$ cat config.mk
export PLATFORM = sky130hd
export DESIGN_NAME = flash_cmd_decoder
export DESIGN_NICKNAME = d
export VERILOG_FILES = /design/src/rtl/fcd_pkg.sv /design/src/rtl/fcd_match.sv /design/src/rtl/fcd_id_readback.sv /design/src/rtl/fcd_seq_fsm.sv /design/src/rtl/flash_cmd_decoder.sv
export SDC_FILE = /design/constraint.sdc
export NUM_CORES = 1
export LEC_CHECK = 0
export BUFFER_PORTS_ARGS = -buffer_cell sky130_fd_sc_hd__buf_2
export CAP_MARGIN = 30
export CORE_MARGIN = 1.5
export CORE_UTILIZATION = 50
export DETAILED_ROUTE_END_ITERATION = 8
export MAX_ROUTING_LAYER = met4
export PLACE_DENSITY = 0.81
export SYNTH_ARGS = -nofsm -noshare
export SYNTH_HDL_FRONTEND = slang
export SYNTH_HIERARCHICAL = 1
export SYNTH_SLANG_ARGS = --single-unit
$ cat constraint.sdc
create_clock -name clk -period 3.7 [get_ports clk]
set_input_delay 0 -clock clk [delete_from_list [all_inputs] [get_ports clk]]
set_output_delay 0 -clock clk [all_outputs]
set_load 0.02 [all_outputs]
$ cat src/rtl/fcd_pkg.sv
package fcd_pkg;

   typedef enum logic [2:0] {
      ST_IDLE, ST_UNL1, ST_UNL2, ST_PGM_ARM, ST_ERS_SET, ST_ERS_UNL1, ST_ERS_UNL2
   } step_t;

   typedef enum logic [1:0] {OP_NONE, OP_PGM, OP_CHIP, OP_SECT} op_t;

   typedef struct packed {
      logic rst;
      logic id;
      logic pgm;
      logic chip;
      logic sect;
      logic susp;
      logic res;
   } cmd_pulse_t;

   // pattern indices
   localparam int P_UNL_A = 0;
   localparam int P_UNL_B = 1;
   localparam int P_PGM   = 2;
   localparam int P_ERS   = 3;
   localparam int P_ID    = 4;
   localparam int P_CHIP  = 5;
   localparam int P_RST   = 6;
   localparam int P_SUSP  = 7;
   localparam int P_CONF  = 8;   // 30h: sector confirm or resume
   localparam int NPAT    = 9;

   function automatic logic [31:0] pat_data(input int i);
      case (i)
         P_UNL_A: return 32'hAA;
         P_UNL_B: return 32'h55;
         P_PGM:   return 32'hA0;
         P_ERS:   return 32'h80;
         P_ID:    return 32'h90;
         P_CHIP:  return 32'h10;
         P_RST:   return 32'hF0;
         P_SUSP:  return 32'hB0;
         default: return 32'h30;
      endcase
   endfunction

   function automatic logic [31:0] pat_addr(input int i);
      return (i == P_UNL_B) ? 32'h2AA : 32'h555;
   endfunction

   function automatic bit pat_uses_addr(input int i);
      return (i <= P_CHIP);
   endfunction

endpackage

$ cat src/rtl/fcd_match.sv
module fcd_match #(
   parameter int          CMP_W    = 11,
   parameter int          DATA_W   = 8,
   parameter logic [31:0] REF_ADDR = 32'h555,
   parameter logic [31:0] REF_DATA = 32'hAA,
   parameter bit          USE_ADDR = 1'b1
) (
   input  logic [CMP_W-1:0]  addr_lo,
   input  logic [DATA_W-1:0] data,
   output logic              hit
);
   localparam logic [CMP_W-1:0] AMASK = USE_ADDR ? {CMP_W{1'b1}} : '0;
   localparam logic [CMP_W-1:0] AREF  = REF_ADDR[CMP_W-1:0];

   assign hit = (data == REF_DATA[DATA_W-1:0]) &&
                ((addr_lo & AMASK) == (AREF & AMASK));
endmodule

$ cat src/rtl/fcd_id_readback.sv
module fcd_id_readback #(
   parameter int          DATA_W   = 8,
   parameter int          GRP_BITS = 3,
   parameter logic [7:0]  MFR_ID   = 8'hC2,
   parameter logic [7:0]  DEV_ID   = 8'hD5,
   localparam int         NGRP     = 1 << GRP_BITS
) (
   input  logic [1:0]          sel,
   input  logic [GRP_BITS-1:0] grp,
   input  logic [NGRP-1:0]     prot,
   output logic [DATA_W-1:0]   data
);
   always_comb begin
      data = '0;
      if (sel[1])
         data[0] = prot[grp];
      else if (sel[0])
         data[7:0] = DEV_ID;
      else
         data[7:0] = MFR_ID;
   end
endmodule

$ cat src/rtl/fcd_seq_fsm.sv
module fcd_seq_fsm
   import fcd_pkg::*;
#(
   parameter int ADDR_W    = 20,
   parameter int DATA_W    = 8,
   parameter int SECT_BITS = 4
) (
   input  logic              clk,
   input  logic              rst_n,
   input  logic              wr_en,
   input  logic [ADDR_W-1:0] wr_addr,
   input  logic [DATA_W-1:0] wr_data,
   input  logic [NPAT-1:0]   hit,
   input  logic              eng_busy,
   input  logic              prog_ack,
   output cmd_pulse_t        pulse,
   output logic [ADDR_W-1:0] prog_addr,
   output logic [DATA_W-1:0] prog_data,
   output logic [SECT_BITS-1:0] sect_sel,
   output logic              id_mode
);
   step_t      step_q, step_n;
   op_t        op_q, op_n;
   logic       susp_q, susp_n, pend_q, pend_n, mode_n;
   cmd_pulse_t pulse_n;
   logic [ADDR_W-1:0]    pa_n;
   logic [DATA_W-1:0]    pd_n;
   logic [SECT_BITS-1:0] ss_n;
   logic                 blocked;

   assign blocked = eng_busy | pend_q;

   always_comb begin
      step_n  = step_q;
      op_n    = op_q;
      susp_n  = susp_q;
      pend_n  = pend_q & ~prog_ack;
      mode_n  = id_mode;
      pulse_n = '0;
      pa_n    = prog_addr;
      pd_n    = prog_data;
      ss_n    = sect_sel;
      if (wr_en) begin
         if (blocked) begin
            if (eng_busy && op_q == OP_SECT && !susp_q && hit[P_SUSP]) begin
               pulse_n.susp = 1'b1;
               susp_n       = 1'b1;
            end
         end else if (step_q == ST_PGM_ARM) begin
            pulse_n.pgm = 1'b1;
            pa_n        = wr_addr;
            pd_n        = wr_data;
            pend_n      = 1'b1;
            op_n        = OP_PGM;
            step_n      = ST_IDLE;
         end else if (hit[P_RST]) begin
            pulse_n.rst = 1'b1;
            mode_n      = 1'b0;
            step_n      = ST_IDLE;
         end else if (step_q == ST_IDLE && susp_q && hit[P_CONF]) begin
            pulse_n.res = 1'b1;
            susp_n      = 1'b0;
            op_n        = OP_SECT;
         end else begin
            // default: abort to first step and array reads
            step_n = ST_IDLE;
            mode_n = 1'b0;
            unique case (step_q)
               ST_IDLE:     if (hit[P_UNL_A]) begin step_n = ST_UNL1; mode_n = id_mode; end
               ST_UNL1:     if (hit[P_UNL_B]) begin step_n = ST_UNL2; mode_n = id_mode; end
               ST_UNL2: begin
                  if (hit[P_PGM]) begin
                     step_n = ST_PGM_ARM; mode_n = id_mode;
                  end else if (hit[P_ERS] && !susp_q) begin
                     step_n = ST_ERS_SET; mode_n = id_mode;
                  end else if (hit[P_ID]) begin
                     pulse_n.id = 1'b1; mode_n = 1'b1;
                  end
               end
               ST_ERS_SET:  if (hit[P_UNL_A]) begin step_n = ST_ERS_UNL1; mode_n = id_mode; end
               ST_ERS_UNL1: if (hit[P_UNL_B]) begin step_n = ST_ERS_UNL2; mode_n = id_mode; end
               ST_ERS_UNL2: begin
                  if (hit[P_CHIP]) begin
                     pulse_n.chip = 1'b1; op_n = OP_CHIP; mode_n = id_mode;
                  end else if (hit[P_CONF]) begin
                     pulse_n.sect = 1'b1; op_n = OP_SECT; mode_n = id_mode;
                     ss_n = wr_addr[ADDR_W-1 -: SECT_BITS];
                  end
               end
               default: ;
            endcase
         end
      end
   end

   always_ff @(posedge clk) begin
      if (!rst_n) begin
         step_q    <= ST_IDLE;
         op_q      <= OP_NONE;
         susp_q    <= 1'b0;
         pend_q    <= 1'b0;
         id_mode   <= 1'b0;
         pulse     <= '0;
         prog_addr <= '0;
         prog_data <= '0;
         sect_sel  <= '0;
      end else begin
         step_q    <= step_n;
         op_q      <= op_n;
         susp_q    <= susp_n;
         pend_q    <= pend_n;
         id_mode   <= mode_n;
         pulse     <= pulse_n;
         prog_addr <= pa_n;
         prog_data <= pd_n;
         sect_sel  <= ss_n;
      end
   end

   // never two commands at once
   p_pulse_excl_r12: assert property (@(posedge clk) disable iff (!rst_n)
      $onehot0(pulse));

   // a program pulse never repeats in the next cycle
   p_prog_single_r12: assert property (@(posedge clk) disable iff (!rst_n)
      pulse.pgm |=> !pulse.pgm);

   // latched program target stays put until the engine takes it
   p_prog_hold_r3: assert property (@(posedge clk) disable iff (!rst_n)
      (pend_q && !prog_ack) |=> ($stable(prog_addr) && $stable(prog_data)));

   // busy after program or chip erase silences every command
   p_busy_mute_r9: assert property (@(posedge clk) disable iff (!rst_n)
      (eng_busy && op_q != OP_SECT) |=> (pulse == '0));

   // suspend only comes out of a busy engine
   p_susp_busy_r10: assert property (@(posedge clk) disable iff (!rst_n)
      pulse.susp |-> $past(eng_busy));

   // resume only from a suspended erase
   p_resume_gate_r11: assert property (@(posedge clk) disable iff (!rst_n)
      pulse.res |-> $past(susp_q));
endmodule

$ cat src/rtl/flash_cmd_decoder.sv
module flash_cmd_decoder
   import fcd_pkg::*;
#(
   parameter int         ADDR_W    = 20,
   parameter int         DATA_W    = 8,
   parameter int         CMP_W     = 11,
   parameter int         SECT_BITS = 4,
   parameter logic [7:0] MFR_ID    = 8'hC2,
   parameter logic [7:0] DEV_ID    = 8'hD5,
   localparam int        GRP_BITS  = SECT_BITS - 1,
   localparam int        NGRP      = 1 << GRP_BITS
) (
   input  logic                 clk,
   input  logic                 rst_n,
   input  logic                 wr_en,
   input  logic [ADDR_W-1:0]    wr_addr,
   input  logic [DATA_W-1:0]    wr_data,
   input  logic                 eng_busy,
   input  logic                 prog_ack,
   input  logic [1:0]           id_sel,
   input  logic [GRP_BITS-1:0]  id_grp,
   input  logic [NGRP-1:0]      grp_prot,
   output logic                 cmd_reset,
   output logic                 cmd_id,
   output logic                 cmd_prog,
   output logic                 cmd_chip_erase,
   output logic                 cmd_sect_erase,
   output logic                 cmd_suspend,
   output logic                 cmd_resume,
   output logic [ADDR_W-1:0]    prog_addr,
   output logic [DATA_W-1:0]    prog_data,
   output logic [SECT_BITS-1:0] sect_sel,
   output logic                 id_mode,
   output logic [DATA_W-1:0]    id_data
);
   // elaboration-time parameter checks
   if (DATA_W < 8) begin : g_bad_data
      $error("DATA_W must hold an 8-bit command byte");
   end
   if (CMP_W < 11 || CMP_W > ADDR_W) begin : g_bad_cmp
      $error("CMP_W must cover the unlock addresses and fit in ADDR_W");
   end
   if (SECT_BITS < 2 || SECT_BITS > ADDR_W) begin : g_bad_sect
      $error("SECT_BITS must be between 2 and ADDR_W");
   end

   logic [NPAT-1:0] hit;
   cmd_pulse_t      pulse;

   for (genvar i = 0; i < NPAT; i++) begin : g_pat
      fcd_match #(
         .CMP_W    (CMP_W),
         .DATA_W   (DATA_W),
         .REF_ADDR (pat_addr(i)),
         .REF_DATA (pat_data(i)),
         .USE_ADDR (pat_uses_addr(i))
      ) u_match (
         .addr_lo (wr_addr[CMP_W-1:0]),
         .data    (wr_data),
         .hit     (hit[i])
      );
   end

   fcd_seq_fsm #(
      .ADDR_W    (ADDR_W),
      .DATA_W    (DATA_W),
      .SECT_BITS (SECT_BITS)
   ) u_fsm (
      .clk       (clk),
      .rst_n     (rst_n),
      .wr_en     (wr_en),
      .wr_addr   (wr_addr),
      .wr_data   (wr_data),
      .hit       (hit),
      .eng_busy  (eng_busy),
      .prog_ack  (prog_ack),
      .pulse     (pulse),
      .prog_addr (prog_addr),
      .prog_data (prog_data),
      .sect_sel  (sect_sel),
      .id_mode   (id_mode)
   );

   fcd_id_readback #(
      .DATA_W   (DATA_W),
      .GRP_BITS (GRP_BITS),
      .MFR_ID   (MFR_ID),
      .DEV_ID   (DEV_ID)
   ) u_idrb (
      .sel  (id_sel),
      .grp  (id_grp),
      .prot (grp_prot),
      .data (id_data)
   );

   assign cmd_reset      = pulse.rst;
   assign cmd_id         = pulse.id;
   assign cmd_prog       = pulse.pgm;
   assign cmd_chip_erase = pulse.chip;
   assign cmd_sect_erase = pulse.sect;
   assign cmd_suspend    = pulse.susp;
   assign cmd_resume     = pulse.res;
endmodule

### Word-level counts from Yosys, hierarchy flattened

Cells that the tools add are included.
Widths: inputs -> output; s select.

| word-level totals | value |
|---|---|
| register bits after elaboration | 47 |
| input port bits | 46 |
| output and inout port bits | 48 |
| word-level logic and storage cells | 135 |

| cells by class | value |
|---|---|
| magnitude comparators | 1 |
| eq/ne operators | 30 |
| mux-type cells | 45 |
| bitwise gates (word level) | 12 |
| reduce and logical (&&, ||, !) cells | 32 |

Operator list:

| kind | count |
|---|---|
| $eq 8x8->1 const B | 6 |
| $mux 1 | 26 |
| $mux 3 | 7 |
| $pmux 3 s5 | 1 |
| $mux 2 | 7 |
| $logic_and 1x1->1 | 12 |
| $ne 3x3->1 const B | 4 |
| $eq 11x10->1 const B | 1 |
| $eq 11x11->1 const B | 1 |
| $not 1->1 | 10 |
| $reduce_and 10->1 | 1 |
| $reduce_and 5->1 | 2 |
| $eq 3x3->1 const B | 3 |
| $ne 3x2->1 const B | 3 |
| $reduce_and 3->1 | 3 |
| $reduce_or 9->1 | 1 |
| $eq 8x5->1 const B | 1 |
| $eq 8x6->1 const B | 1 |
| $eq 8x7->1 const B | 1 |
| $reduce_and 8->1 | 1 |
| $reduce_or 8->1 | 1 |
| $mux 7 | 1 |
| $reduce_or 7->1 | 1 |
| $eq 3x2->1 const B | 2 |
| 19 further kinds | 23 |

### Logic depth before layout (Yosys ltp)

| depth | value |
|---|---|
| word-level depth | 9 |
| mapped depth | 8 |
| depth with buffers taken out | 7 |

### By module

The synthesis kept the hierarchy.

Modules (own cells, without submodules):

| module | instances | cells each | area an instance (um^2) | sequential area each (um^2) |
|---|---|---|---|---|
| fcd_seq_fsm | 1 | 222 | 1948.1 | 940.9 |
| fcd_match (g_pat[1].u_match ...) | 3 | 6 | 71.3 | 0.0 |
| fcd_match (g_pat[0].u_match ...) | 3 | 6 | 68.8 | 0.0 |
| fcd_id_readback | 1 | 15 | 118.9 | 0.0 |
| fcd_match (g_pat[6].u_match) | 1 | 3 | 27.5 | 0.0 |
| fcd_match (g_pat[7].u_match) | 1 | 3 | 26.3 | 0.0 |
| fcd_match (g_pat[8].u_match) | 1 | 3 | 23.8 | 0.0 |

### Least setup slack after synthesis

OpenSTA, ideal clock, no wires.

| timing | value |
|---|---|
| path type | input to register |
| start | input wr_data[7] |
| end | register u_fsm.sect_sel[0] |
| library setup time | 0.128 ns |
| arrival | 1.640 ns |
| data required time | 3.572 ns |
| path slack | 1.933 ns |
| stages on the path | 6 |
| buffers on the path | 0 |
| cells stage by stage | or4_1 nor4_2 inv_1 nor4b_4 mux2i_1 nor2_1 |

| between the ends | value |
|---|---|
| word-level cells in the longest chain between the ends | 4 |
| elaborated cells between the ends (all ways) | 9 |
| those cells by class | 3 x eq/ne; 3 x bitwise; 3 x reduce/logical |

Ends and longest elaborated chain:

| item | line | text |
|---|---|---|
| from (decl) | flash_cmd_decoder.sv:17 | `input logic [DATA_W-1:0] wr_data,` |
| $eq 8x6->1 (*) | fcd_match.sv:15 | `assign hit = (data == REF_DATA[DATA_W-1:0]) &&` |
| via hit[8] | flash_cmd_decoder.sv:47 | `logic [NPAT-1:0] hit;` |
| $logic_and 1x1->1 | fcd_seq_fsm.sv:60 | `end else if (step_q == ST_IDLE && susp_q && hit[P_CONF]) begin` |
| $not 1->1 (no source line) | n/a |  |
| $reduce_and 8->1 (no source line) (*) | n/a |  |
| to (signal assigned) | fcd_seq_fsm.sv:116 | `sect_sel <= ss_n;` |
| to (decl) | fcd_seq_fsm.sv:19 | `output logic [SECT_BITS-1:0] sect_sel,` |

Mark *: on every way through the listed nets, which the timed path passes. The rest lies on a longest branch.
A chain may end at the register's enable or synchronous reset.

### Worst setup path after layout

| timing | value |
|---|---|
| start | input wr_data[7] |
| end | register u_fsm.sect_sel[1] |

Same word-level chain as after synthesis.

==> flow_metrics.tcl <==
set metrics [dict create \
    status "finished clean" \
    clockBufferDepth 2 \
    syn_to_final_growth_pct 29.9 \
    setup_viol 0 \
    ys_seq_area_share_pct 36.7 \
    cts_made_buffers 5 \
    vias 2479 \
    dieArea_sq_mm 0.00557 \
    wl_per_cell_um 14.9 \
    timing.final.crit_share_pct 64.5 \
    finalWirelength_um 6750 \
    synth.avg_cell_area_sq_um 9.10 \
    post-route-cell-area_sq_mm 0.00333 \
    numPortBuffers 91 \
    crit_chain "dlygate4sd3_1 > buf_2 > or4_1 > nor4_2 > inv_1 > nor4b_4 > mux2i_1 > nor2_1" \
    max_freq_mhz 419 \
    max-slew-margin-rel_pct 44.6 \
    yosysTopAreaCell "dfxtp_1" \
    worstMarginPinSlew_ns 0.824 \
    nNetsFinal 432 \
    dr.pass1.iters 5 \
    critPathMaxStageDelay_ns 0.54 \
    instances_no_fill 454 \
    yosys_warnings 6 \
    cts.sinks 47 \
    async_flop_share_pct 0 \
    initial_core_util_pct 53.2 \
    insertion_delay_ns 0.31 \
    grt_start_max_net_pins 42 \
    track_usage_pct 24.6 \
    cp.arrival_ns 2.57 \
    cp_slowest_cell "dlygate4sd3_1" \
    drc_errors 0 \
    gp_congestion 0.820 \
    placed_area_sq_mm 0.00300 \
    path_class "in2reg" \
    drv_slew 0 \
    path_clk_slew_ns 0.09 \
    ys_ff_latch 47 \
    drv_cap 0 \
    synth_cell_type_count 50 \
    synth.area.top_cells "dfxtp_1, nand2_1, nor4b_2" \
    crit_path_end_kind "flop" \
    critPathLaunchType "input pin" \
    crit_buf_inv 3 \
    post-route-util_pct 69.1 \
    clock_skew_ns 0.00498 \
    syn_inst 282 \
    rsz0062_at_grt "false" \
    yosysMostFrequentCell "nand2_1" \
    grt_pass1_wl_um 10200 \
    peakVddDrop_mv 0.170 \
    syn_area_sq_mm 0.00256 \
    ys.flop_type "dfxtp_1" \
    synth_common_cells "nand2_1, dfxtp_1, a21oi_1, nor2_1" \
    hold_start "wr_addr[9]" \
    diodes 0 \
    io_pins 94 \
    power_density_mw_per_mm2 304 \
    yosysTopAreaCellShare_pct 36.7 \
    die_w_um 74.6 \
    worst_ep_required_time_ns 3.89 \
    core_area_sq_mm 0.00482 \
    drt_iter0_drc 133 \
    synth-edff-count 0 \
    grt_antenna_before_repair 0 \
    hpwlAfterDp_um 4530 \
    drive_gt1_share_pct 37.0 \
    rows 25 \
    h-tree-depth 2 \
    p_leak_nw 1.32 \
    detail-route-antenna-nets 0 \
    cts_tree "built" \
    cts_resized 0 \
    die_h_um 74.6 \
    period_needed_ns 2.39 \
    avgViaCountPerCell 5.46 \
    hold_path.class "in2reg" \
    cp_max_fo 10 \
    root_buffer "clkbuf_8" \
    hold_viol 0 \
    final.setup.tns_ns 0 \
    grt_pass1_vias 2238 \
    worstReg2RegStart "u_fsm/step_q[1]" \
    cts_setup_buffers 0 \
    overflow 0 \
    dp_cells 424 \
    startpoint "wr_data[7]" \
    critical_path.top_delay_family "simple AND/OR/NAND/NOR gates" \
]
[layout make-up]
| class | count | area, sq um |
|---|---|---|
| Fill cell | 397 | 1490 |
| Multi-Input combinational cell | 208 | 1470 |
| Sequential cell | 47 | 941 |
| Timing Repair Buffer | 115 | 691 |
| Tap cell | 67 | 83.8 |
| Clock buffer | 5 | 68.8 |
| Clock inverter | 3 | 46.3 |
| Inverter | 9 | 33.8 |
[per-layer routing]
layer	global-route usage, %	part of all wire (%)	vias to the layer above
met4	6.06	0.98	0
met2	44.3	51	72
li1	-	-	1221
met1	27.6	44	1180
met5	-	0	-
met3	5.35	4.7	6
[layout by cell type, fill, tap and decap left out, types with 2 or more instances in the layout]
cell	netlist	final
or2_1	2	2
or4_1	2	2
and3b_1	2	2
nor2_1	12	12
nor3_1	2	2
nor4b_4	2	2
and4b_1	7	7
nor2b_1	3	3
nand4_1	7	7
nand2_1	62	62
a2bb2oi_1	3	3
a32oi_1	2	2
or2_2	2	2
a21oi_2	6	6
dfxtp_1	47	47
inv_1	9	9
clkbuf_8	0	5
o21ai_0	4	4
nor4_1	2	2
nand3_1	2	2
o211ai_1	2	2
mux2i_1	6	6
nor4b_2	10	10
conb_1	1	2
nor4_2	8	8
and4bb_2	10	10
buf_2	6	91
a21oi_1	24	24
nand3b_1	2	2
dlygate4sd3_1	0	22
buf_4	5	2
nand2b_1	2	2
a31oi_1	3	3
[worst min-delay path, stage by stage]
cell     delay [ns]
buf_2          0.15
nand2_1        0.07
a21oi_1        0.05
[worst paths after layout]
| check | end | slack, ns | cells past startpoint |
|---|---|---|---|
| min | u_fsm/prog_addr[9] | 0.007 | 3 |
| max reg2reg | u_fsm/prog_data[3] | 1.71 | 4 |
| min reg2reg | u_fsm/prog_data[7] | 0.46 | 2 |
| max | u_fsm/sect_sel[1] | 1.31 | 8 |
[per-stage QoR]
stage / hold slack, ns / setup slack, ns / power [mW]
floorplan: 0.0749 / 1.93 / 0.563
global placement: 0.243 / 1.65 / 0.615
detailed placement: 0.252 / 1.57 / 0.616
CTS: 0.0000944 / 1.33 / 1.02
global route: 0.0154 / 1.17 / 1.05
finish: 0.00706 / 1.31 / 1.01
[timing repair]
action,4_1_cts,5_1_grt
endpoints found under the setup margin,0,0
endpoints found under the hold margin,28,0
hold buffers,22,0
[kinds of logic after synthesis]
family	share of synthesized area (%)
muxes	3.66
other	0.146
and+or+nand+nor	40.9
AOI/OAI and AO/OA	12.3
buffers and inverters	6.29
DFF	36.7
[sequential cells by signal, summed over array words and instances (netlist names)]
signal and cells:
u_fsm/step_q 3, u_fsm/sect_sel 4, u_fsm/pend_q 1, u_fsm/id_mode 1, u_fsm/prog_data 8, u_fsm/susp_q 1
u_fsm/pulse 7, u_fsm/prog_addr 20, u_fsm/op_q 2
[where the power goes]
group / switching, mW / total (mW) / internal, mW
Combinational: 0.0628 / 0.119 / 0.0564
Clock: 0.183 / 0.387 / 0.204
Sequential: 0.00000133 / 0.505 / 0.505
(Power assumes the default switching activity.)
